$ cat src/rtl/xret_pkg.sv
package xret_pkg;
  typedef enum logic {
    RK_EXC = 1'b0,
    RK_NMI = 1'b1
  } ret_kind_e;
endpackage

$ cat src/rtl/xret_pop.sv
// Combinational pop of one context group plus the return-specific flags.
module xret_pop #(
  parameter int W     = 32,
  parameter int GRP   = 10,
  parameter int KEEP  = 2,
  parameter int GAP   = 2,
  parameter int U_BIT = 8,
  parameter int P_BIT = 7,
  parameter int M_BIT = 9,
  parameter int R_BIT = 8
) (
  input  logic [W-1:0]       pre,
  input  xret_pkg::ret_kind_e kind,
  output logic [W-1:0]       post,
  output logic               user
);
  localparam int LOW_W = W - KEEP;
  localparam int SRC_W = W - KEEP - GAP;

  logic [LOW_W-1:0] low_src;
  logic [LOW_W-1:0] low_sh;
  logic [W-1:0]     shifted;

  always_comb begin
    low_src = {{GAP{1'b0}}, pre[SRC_W-1:0]};
    low_sh  = low_src >> GRP;
    shifted = {pre[W-1 -: KEEP], low_sh};
    user    = shifted[U_BIT];
    post    = shifted;
    if (!pre[R_BIT]) begin
      post[P_BIT] = 1'b1;
    end
    if (kind == xret_pkg::RK_NMI) begin
      post[M_BIT] = 1'b1;
    end
  end
endmodule

$ cat src/rtl/xret_arb.sv
// Holds a return request that collides with a status write.
module xret_arb (
  input  logic                clk,
  input  logic                rst_n,
  input  logic                req_valid,
  input  logic                req_nmi,
  input  logic                wr_busy,
  output logic                acc,
  output xret_pkg::ret_kind_e acc_kind,
  output logic                pending
);
  logic pend_q, pend_d;
  logic pnmi_q, pnmi_d;

  always_comb begin
    acc      = (pend_q | req_valid) & ~wr_busy;
    acc_kind = xret_pkg::ret_kind_e'(pend_q ? pnmi_q : req_nmi);
    pend_d   = pend_q;
    pnmi_d   = pnmi_q;
    if (acc) begin
      pend_d = 1'b0;
    end else if (req_valid && !pend_q) begin
      pend_d = 1'b1;
      pnmi_d = req_nmi;
    end
  end

  always_ff @(posedge clk or negedge rst_n) begin
    if (!rst_n) begin
      pend_q <= 1'b0;
      pnmi_q <= 1'b0;
    end else begin
      pend_q <= pend_d;
      pnmi_q <= pnmi_d;
    end
  end

  assign pending = pend_q;
endmodule

$ cat src/rtl/xret_status_unstack.sv
module xret_status_unstack #(
  parameter int W     = 32,
  parameter int GRP   = 10,
  parameter int KEEP  = 2,
  parameter int GAP   = 2,
  parameter int U_BIT = 8,
  parameter int P_BIT = 7,
  parameter int M_BIT = 9,
  parameter int R_BIT = 8
) (
  input  logic         clk,
  input  logic         rst_n,
  input  logic         st_wr_en,
  input  logic [31:0]  st_wr_data,
  input  logic         ret_valid,
  input  logic         ret_nmi,
  input  logic [31:0]  sp_cur,
  input  logic [31:0]  usp_cur,
  output logic [31:0]  status,
  output logic         ret_done,
  output logic         ret_pending,
  output logic         sp_ld_en,
  output logic [31:0]  sp_ld_data,
  output logic         ksp_ld_en,
  output logic [31:0]  ksp_ld_data
);
  logic [1:0] rst_pipe;
  logic       rst_sync_n;

  always_ff @(posedge clk or negedge rst_n) begin
    if (!rst_n) rst_pipe <= 2'b00;
    else        rst_pipe <= {rst_pipe[0], 1'b1};
  end
  assign rst_sync_n = rst_pipe[1];

  logic                acc;
  xret_pkg::ret_kind_e acc_kind;
  logic                acc_nmi;
  logic [W-1:0]        popped;
  logic                pop_user;

  xret_arb u_arb (
    .clk      (clk),
    .rst_n    (rst_sync_n),
    .req_valid(ret_valid),
    .req_nmi  (ret_nmi),
    .wr_busy  (st_wr_en),
    .acc      (acc),
    .acc_kind (acc_kind),
    .pending  (ret_pending)
  );
  assign acc_nmi = (acc_kind == xret_pkg::RK_NMI);

  logic [W-1:0] st_q, st_d;
  logic         done_q, done_d;
  logic         ld_q, ld_d;
  logic [W-1:0] spd_q, spd_d;
  logic [W-1:0] kspd_q, kspd_d;

  xret_pop #(
    .W(W), .GRP(GRP), .KEEP(KEEP), .GAP(GAP),
    .U_BIT(U_BIT), .P_BIT(P_BIT), .M_BIT(M_BIT), .R_BIT(R_BIT)
  ) u_pop (
    .pre (st_q),
    .kind(acc_kind),
    .post(popped),
    .user(pop_user)
  );

  always_comb begin
    st_d   = st_q;
    done_d = acc;
    ld_d   = acc & pop_user;
    spd_d  = spd_q;
    kspd_d = kspd_q;
    if (st_wr_en) begin
      st_d = st_wr_data;
    end else if (acc) begin
      st_d = popped;
    end
    if (acc && pop_user) begin
      spd_d  = usp_cur;
      kspd_d = sp_cur;
    end
  end

  always_ff @(posedge clk or negedge rst_sync_n) begin
    if (!rst_sync_n) begin
      st_q   <= '0;
      done_q <= 1'b0;
      ld_q   <= 1'b0;
      spd_q  <= '0;
      kspd_q <= '0;
    end else begin
      st_q   <= st_d;
      done_q <= done_d;
      ld_q   <= ld_d;
      spd_q  <= spd_d;
      kspd_q <= kspd_d;
    end
  end

  assign status      = st_q;
  assign ret_done    = done_q;
  assign sp_ld_en    = ld_q;
  assign ksp_ld_en   = ld_q;
  assign sp_ld_data  = spd_q;
  assign ksp_ld_data = kspd_q;
endmodule

$ cat config.mk
export PLATFORM = sky130hd
export DESIGN_NAME = xret_status_unstack
export DESIGN_NICKNAME = d
export VERILOG_FILES = /design/src/rtl/xret_pkg.sv /design/src/rtl/xret_pop.sv /design/src/rtl/xret_arb.sv /design/src/rtl/xret_status_unstack.sv
export SDC_FILE = /design/constraint.sdc
export NUM_CORES = 1
export LEC_CHECK = 0
export ABC_CLOCK_PERIOD_IN_PS = 6000
export BUFFER_PORTS_ARGS = -buffer_cell sky130_fd_sc_hd__clkbuf_2
export CAP_MARGIN = 20
export CORE_MARGIN = 4
export CORE_UTILIZATION = 26
export DETAILED_ROUTE_END_ITERATION = 10
export SKIP_CTS_REPAIR_TIMING = 1
export SLEW_MARGIN = 10
export SYNTH_ARGS = -nofsm -noshare
export SYNTH_HDL_FRONTEND = slang
export SYNTH_SLANG_ARGS = --single-unit
$ cat constraint.sdc
create_clock -name clk -period 6 [get_ports clk]
set_input_delay 0.3 -clock clk [delete_from_list [all_inputs] [get_ports clk]]
set_output_delay 0.3 -clock clk [all_outputs]
set_load 0.02 [all_outputs]
# Yosys cells after proc, flatten, opt, wreduce, memory -nomap -nowiden
# Index checks and enable logic that the tools add are counted.
[op_classes]
n_eq_ne = 0
shift = 0
n_div = 0
bitwise_logic = 5
n_reduce_logical = 6
n_lt_le_gt_ge = 0
muxes = 7
n_addsub = 0
mul = 0
[ops]
columns = ["operator", "count"]
rows = [
  ["$mux 32", 1],
  ["$mux 30", 1],
  ["$mux 1", 5],
  ["$reduce_bool 2->1", 2],
  ["$and 1x1->1", 2],
  ["$logic_and 1x1->1", 2],
  ["$not 1->1", 2],
  ["$reduce_and 2->1", 1],
  ["$logic_not 1->1", 1],
  ["$or 1x1->1", 1],
]
[totals]
in_bits = 101
mem_bits_rw = 0
output_inout_bits = 100
romBits = 0
wordCells = 27
ff_bits = 102
mem_count = 0
latch_bits = 0

# Logic depth before layout (Yosys ltp)
# Gate-level depths: netlist of run 1.
[logic_depth]
ltp_word = 4
depth_mapped = 5
depth_no_buf = 3

# Cells and area by module
# Synthesis of run 1 repeated with hierarchy kept, for this count alone.
[hier_totals]
cells_unflattened = 324
area_unflattened_um2 = 4509.3
[by_module_without_submodules]
columns = ["mod", "seq_area_each_um2", "cells_per_inst", "area_each_um2", "instances"]
rows = [
  ["xret_status_unstack", 2502.4, 282, 4150.2, 1],
  ["xret_pop", 0.0, 34, 249.0, 1],
  ["xret_arb", 50.0, 8, 110.1, 1],
]

# Least setup slack after synthesis of run 1
# No wires, ideal clock.
[synth_timing]
path_kind = "register -> register"
startpoint = "register u_arb.pend_q, in the netlist u_arb.pending"
endpoint = "register kspd_q[14], in the netlist ksp_ld_data[14]"
n_path_buf = 2
stages_incl_launch_ff = 6
setup_ns = 0.127
synth_period_minus_slack_ns = 1.512
slack_ns = 4.488
arrival_ns = 1.385
t_required_ns = 5.873
cell_sequence = "dfrtp_1 -> nor2_4 -> nor2b_2 -> buf_6 -> buf_6 -> mux2_1"
[synth_via]
elab_chain_len = 3
[synth_lines]
columns = ["element", "line_no", "rtl"]
rows = [
  ["start, declared", "xret_arb.sv:12", "logic pend_q, pend_d;"],
  ["start signal, assigned", "xret_arb.sv:33", "pend_q <= pend_d;"],
  ["$or 1x1->1", "xret_arb.sv:16", "acc = (pend_q | req_valid) & ~wr_busy;"],
  ["$and 1x1->1", "xret_arb.sv:16", ""],
  ["$logic_and 1x1->1", "xret_status_unstack.sv:81", "if (acc && pop_user) begin"],
  ["end signal, assigned", "xret_status_unstack.sv:99", "kspd_q <= kspd_d;"],
  ["end, declared", "xret_status_unstack.sv:58", "logic [W-1:0] kspd_q, kspd_d;"],
]
# Every way passes these cells.
# A chain may end at the register's enable or synchronous reset.

# Worst setup path after layout of run 1
[layout_timing]
startpoint = "input port st_wr_en"
endpoint = "register kspd_q[3], in the netlist ksp_ld_data[3]"
[layout_via]
elab_chain_len = 3
[layout_lines]
columns = ["element", "line_no", "rtl"]
rows = [
  ["start, declared", "xret_status_unstack.sv:13", "input logic st_wr_en,"],
  ["$not 1->1", "xret_arb.sv:16", ""],
  ["$and 1x1->1", "xret_arb.sv:16", ""],
  ["$logic_and 1x1->1", "xret_status_unstack.sv:81", ""],
]
# Every way passes these cells.

==> summary.md, run 1 <==
| Metric | Value |
|---|---|
| Layout cells sized above 1 | `0.514` |
| Worst R2R Path Depth | `4` |
| Final period util | `0.325` |
| Avg WL per Cell | `14.1 microns` |
| Max-cap violations | `0` |
| Adder-Cell Fraction of Synth Area | `0` |
| DRC Markers | `0` |
| Main combinational cell family by area after synthesis | `multiplexers` |
| FF-to-FF End | `ksp_ld_data[3]$_DFFE_PN0P_` |
| Unique masters post-synth | `23` |
| Actual slew at the worst max-slew pin | `846 ps` |
| Max VDD drop | `0.118 mV` |
| PwrDens | `358 nW/um^2` |
| Number of global-route vias before repair | `3067` |
| H-tree depth | `3` |
| # fillers | `1474` |
| CP Class | `input pin to flop` |
| Leakage | `2.73 nW` |
| GPL Wtd Cong | `0.758` |
| WHS Path Cells | `3` |
| I/O pins | `201` |
| Required @ worst endpoint | `6220 ps` |
| Syn Area/Cell | `14.0 sq um` |
| Non-filler cells in the finished layout | `672` |
| Synth Area in XOR/XNOR | `0` |
| GR Util All Layers | `0.111` |
| Global-route wire length before repair | `15700 microns` |
| DP Wirelength | `7040 microns` |
| Data arrival, critical path | `2170 ps` |
| Final Hold Viols | `0` |
| Worst Setup SP | `st_wr_en` |
| Seq/Total Area, Yosys | `0.642` |
| Syn Nets | `386` |
| DR iter-0 viols | `55` |
| Clock buffer count from CTS | `9` |
| Mapped Area | `3980 sq um` |
| Status | `finished clean` |
| Setup TNS | `0 ps` |
| Drt total wl | `9500 microns` |
| Dpl ws | `3660 ps` |
| Post-route core utilization | `0.370` |
| Port Buffers | `200` |
| Final Hold Slack | `165 ps` |
| Slew Limit Fails | `0` |
| CP max FO | `65` |
| Register bit total from synthesis | `102` |
| GRT Residual Overflow | `0` |
| Dpl cells | `654` |
| CP max stage delay | `610 ps` |
| Slew margin rel. | `0.436` |
| Worst min path class | `input pin to flop` |
| Final min period | `1950 ps` |
| Mux share of post-synthesis cell area | `0.227` |
| # diodes | `0` |
| Post-route ant nets | `0` |
| Largest net degree at the start of global routing | `78` |
| CTS max path bufs | `2` |
| DIE HEIGHT | `132 microns` |
| Fmax | `514 MHz` |
| Final Skew | `10.4 ps` |
| CP cell instances | `clkbuf_2 -> buf_4 -> nor2b_1 -> nor2b_4 -> buf_4 -> mux2_2` |
| Worst path most repeated cell | `buf_4` |
| Crit end category | `flop` |
| CTS tree | `built` |
| TritonRoute pass-1 iters | `4` |
| Full die area | `17300 sq um` |
| Post-Synth Simple-Gate Area | `0.0554` |
| Worst r2r src | `status[18]$_DFFE_PN0P_` |
| Post-synthesis compound-gate area fraction | `0.0434` |
| Ys Warns | `0` |
| RSZ-0062 raised after global routing | `no` |
| Root Buffer | `clkbuf_16` |
| R2R setup slack | `4060 ps` |
| Area of the multi-input gates | `1310 sq um` |
| Area grow syn2layout | `37.3%` |
| Hold path start | `st_wr_data[13]` |
| Die Span X | `132 microns` |
| Most frequent cells in the layout | `clkbuf_2, dfrtp_1, mux2_1` |
| Slowest stage cell, crit path | `buf_4` |
| CP Launch Type | `input pin` |
| Core box area | `14800 sq um` |
| Sequential Area | `2560 sq um` |
| Placement Rows | `44` |
| Clock Sinks | `102` |
| Commonest non-fill, non-tap cell in the layout | `clkbuf_2` |
| Final worst setup slack | `4050 ps` |
| Initial antenna violation count | `0` |
| Nets | `584` |
| Starting Density | `0.270` |
| Clock latency on the worst-skew pair | `340 ps` |
| Total number of vias | `2935` |
| Clock transition at path regs | `70 ps` |
| Synth Instances | `285` |
| Vias per cell | `4.37` |
| # setup viols final | `0` |
| WHS Endpoint | `status[13]$_DFFE_PN0P_` |
==> metrics by stage <==
stage,total power [mW],instance area [sq um]
3_5_place_dp,1.39,5120
4_1_cts,1.99,5420
6_report,1.95,5460
3_3_place_gp,1.38,5120
2_1_floorplan,1.19,3980
5_1_grt,2.06,5460
==> worst max-delay path: cells and delay by family <==
kind | cells | cell delay, ps
simple gates | 2 | 390
mux | 1 | 420
buf+inv | 3 | 970
==> logic make-up (layout without fill, tap and decap cells) <==
family	Yosys count	in the layout
AO/OA/AOI/OAI	31	31
AND/OR/NAND/NOR	50	50
buffers and inverters	19	222
flip-flops	102	102
other	1	1
multiplexers	82	82
==> where the power goes <==
part / switching [mW] / internal, mW / leakage [nW]
Clock: 0.251 / 0.333 / 0.148
Combinational: 0.290 / 0.193 / 1.35
Sequential: 0.0708 / 0.816 / 1.23
==> cells in the mapped netlist <==
library cell  count  area [sq um]
dfrtp_1         102          2550
mux2_1           40           450
nand2_1          39           146
mux2_2           27           304
o21ai_0          26           130
mux2i_1          15           150
clkbuf_1          7          26.3
buf_6             5          56.3
nor2b_1           4          25.0
buf_2             3          15.0
buf_4             3          22.5
nor3_1            2          10.0
o31ai_1           2          15.0
a2111oi_0         1          8.76
a221o_1           1          10.0
a22o_1            1          8.76
buf_1             1          3.75
conb_1            1          3.75
nand3b_1          1          7.51
nor2_1            1          3.75
nor2_4            1          11.3
nor2b_2           1          8.76
nor3b_1           1          7.51
==> metal layers <==
layer,vias to the layer above,share of wire,GRT usage
met4,0,0.023,0.0490
li1,1375,-,-
met3,15,0.086,0.0390
met5,-,0,0
met1,1405,0.43,0.137
met2,140,0.46,0.178
==> sequential cells by signal, indices dropped and copies added, names as in the netlist <==
name / flops
status: 32
ret_done: 1
ksp_ld_data: 32
sp_ld_data: 32
u_arb.pnmi_q: 1
ksp_ld_en: 1
u_arb.pending: 1
rst_pipe: 2
==> worst max-delay path by stage <==
stage | depth (start not counted) | slack [ps] | end
2_1_floorplan | 0 | 2950 | ksp_ld_data[0]$_DFFE_PN0P_
3_3_place_gp | 6 | 3730 | ksp_ld_data[1]$_DFFE_PN0P_
3_5_place_dp | 6 | 3660 | ksp_ld_data[3]$_DFFE_PN0P_
4_1_cts | 4 | 4030 | ksp_ld_data[3]$_DFFE_PN0P_
5_1_grt | 4 | 3910 | ksp_ld_data[1]$_DFFE_PN0P_
6_report | 6 | 4050 | ksp_ld_data[3]$_DFFE_PN0P_
==> final cells by class <==
cell class / instances / share of cell area
well taps: 184 / 0.0422
clock inverters: 6 / 0.0112
repair buffers: 206 / 0.196
flip-flops and latches: 102 / 0.468
multi-input cells: 164 / 0.239
clock buffers: 10 / 0.0438
Note: power is estimated with default switching activity, not from simulation.
==> run 2: changes to the inputs <==
ABC_CLOCK_PERIOD_IN_PS = 1600   (was 6000)
clock period = 1.6 ns   (was 6 ns; I/O delays follow)
==> run 2 against run 1 <==
Sequential power increased to 3.8 times the previous value. Die area unchanged. Combinational power increased to 4.2 times the previous value. Critical path depth decreased by 1. Clock power increased to 3.7 times the previous value. Largest cell class unchanged. Via count increased by 14%. Clock-buffer cell count increased by 2.
==> summary.md, run 2 (synthesized netlist as in run 1, its figures left out) <==
| Metric | Value |
|---|---|
| R2R setup slack | `130 ps` |
| Avg WL per Cell | `14.4 microns` |
| TritonRoute pass-1 iters | `5` |
| Setup TNS | `0 ps` |
| Initial antenna violation count | `1` |
| Post-route ant nets | `0` |
| CTS tree | `built` |
| Final Hold Slack | `75.2 ps` |
| Starting Density | `0.270` |
| Final Skew | `6.44 ps` |
| Core box area | `14800 sq um` |
| Area grow syn2layout | `64.4%` |
| Full die area | `17300 sq um` |
| GPL Wtd Cong | `0.741` |
| CP Launch Type | `flop` |
| Slowest stage cell, crit path | `mux2_1` |
| Drt total wl | `11100 microns` |
| Worst path most repeated cell | `buf_12` |
| Total number of vias | `3332` |
| # setup viols final | `0` |
| Clock Sinks | `102` |
| Slew Limit Fails | `0` |
| Leakage | `3.17 nW` |
| Cell family contributing the most delay on the critical path | `multiplexers` |
| Required @ worst endpoint | `1820 ps` |
| Nets | `686` |
| DP Area | `5210 sq um` |
| Sequential Area | `2560 sq um` |
| CP cell instances | `nor2b_2 -> nor2b_4 -> buf_12 -> buf_12 -> mux2_1` |
| Final Cell Area | `6540 sq um` |
| Max-cap violations | `0` |
| DRC Markers | `0` |
| Final min period | `1470 ps` |
| RSZ-0062 raised after global routing | `no` |
| Largest net degree at the start of global routing | `65` |
| CP max FO | `22` |
| Commonest non-fill, non-tap cell in the layout | `clkbuf_2` |
| DR iter-0 viols | `86` |
| Area of the multi-input gates | `1310 sq um` |
| Final Total Pwr | `7.54 mW` |
| I/O pins | `201` |
| Max VDD drop | `0.642 mV` |
| Final period util | `0.921` |
| Slew margin rel. | `0.648` |
| Global-route wire length before repair | `15500 microns` |
| Crit path buf inv count | `2` |
| PwrDens | `1150 nW/um^2` |
| Die Span X | `132 microns` |
| Status | `finished clean` |
| Clock latency on the worst-skew pair | `340 ps` |
| Most frequent cells in the layout | `clkbuf_2, dfrtp_1, dlygate4sd3_1` |
| # diodes | `0` |
| Placement Rows | `44` |
| Worst min path class | `input pin to async pin` |
| Crit end category | `flop` |
| Port Buffers | `200` |
| Final Hold Viols | `0` |
| Actual slew at the worst max-slew pin | `529 ps` |
| Root Buffer | `clkbuf_16` |
| GRT Residual Overflow | `0` |
| Data arrival, critical path | `1690 ps` |
| Fmax | `679 MHz` |
| H-tree depth | `3` |
| Layout cells sized above 1 | `0.431` |
| CP Class | `flop to flop` |
| # fillers | `1323` |
| Clock transition at path regs | `70 ps` |
| CP max stage delay | `350 ps` |
| Number of global-route vias before repair | `3057` |
| Dpl cells | `657` |
| Clock buffer count from CTS | `9` |
| CTS max path bufs | `2` |
| DP Wirelength | `6910 microns` |
| GR Util All Layers | `0.109` |
| Non-filler cells in the finished layout | `773` |
| Vias per cell | `4.31` |
| DIE HEIGHT | `132 microns` |
[run 2: layer usage]
metal	wire, microns	GRT usage	share of wire
met1	4640	0.127	0.42
met2	5520	0.173	0.50
met3	817	0.0589	0.073
met4	140	0.0338	0.013
met5	0	0	0
[run 2: power breakdown]
group          total (mW)  leakage (nW)  internal [mW]  switching, mW
combinational        2.05          1.81          0.903           1.15
clock                2.16         0.135           1.25          0.910
sequential           3.34          1.23           3.06          0.277
[run 2: area by class of cell]
| type | count | share of cell area |
|---|---|---|
| multi-input cells | 164 | 0.200 |
| clock inverters | 3 | 0.00689 |
| repair buffers | 308 | 0.329 |
| clock buffers | 12 | 0.0377 |
| well taps | 184 | 0.0352 |
| flip-flops and latches | 102 | 0.391 |
[run 2: stage by stage]
stage                     setup WS (ps)   util
after floorplan                    87.7      -
after global placement              113  0.353
after detailed placement           48.9  0.353
after CTS                          15.1  0.373
after global routing               38.7  0.443
final                               127  0.443
[run 2: path summary, 6_finish.rpt]
kind | from | to | cells past startpoint
worst max-delay path | status[18]$_DFFE_PN0P_ | ksp_ld_data[21]$_DFFE_PN0P_ | 5
worst min-delay path | rst_n | rst_pipe[1]$_DFF_PN0_ | 2
worst max register to register | status[18]$_DFFE_PN0P_ | ksp_ld_data[21]$_DFFE_PN0P_ | 5
worst min register to register | rst_pipe[1]$_DFF_PN0_ | status[22]$_DFFE_PN0P_ | 0
max in group asynchronous | rst_pipe[1]$_DFF_PN0_ | sp_ld_data[8]$_DFFE_PN0P_ | 1
min in group clk | st_wr_en | status[18]$_DFFE_PN0P_ | 3
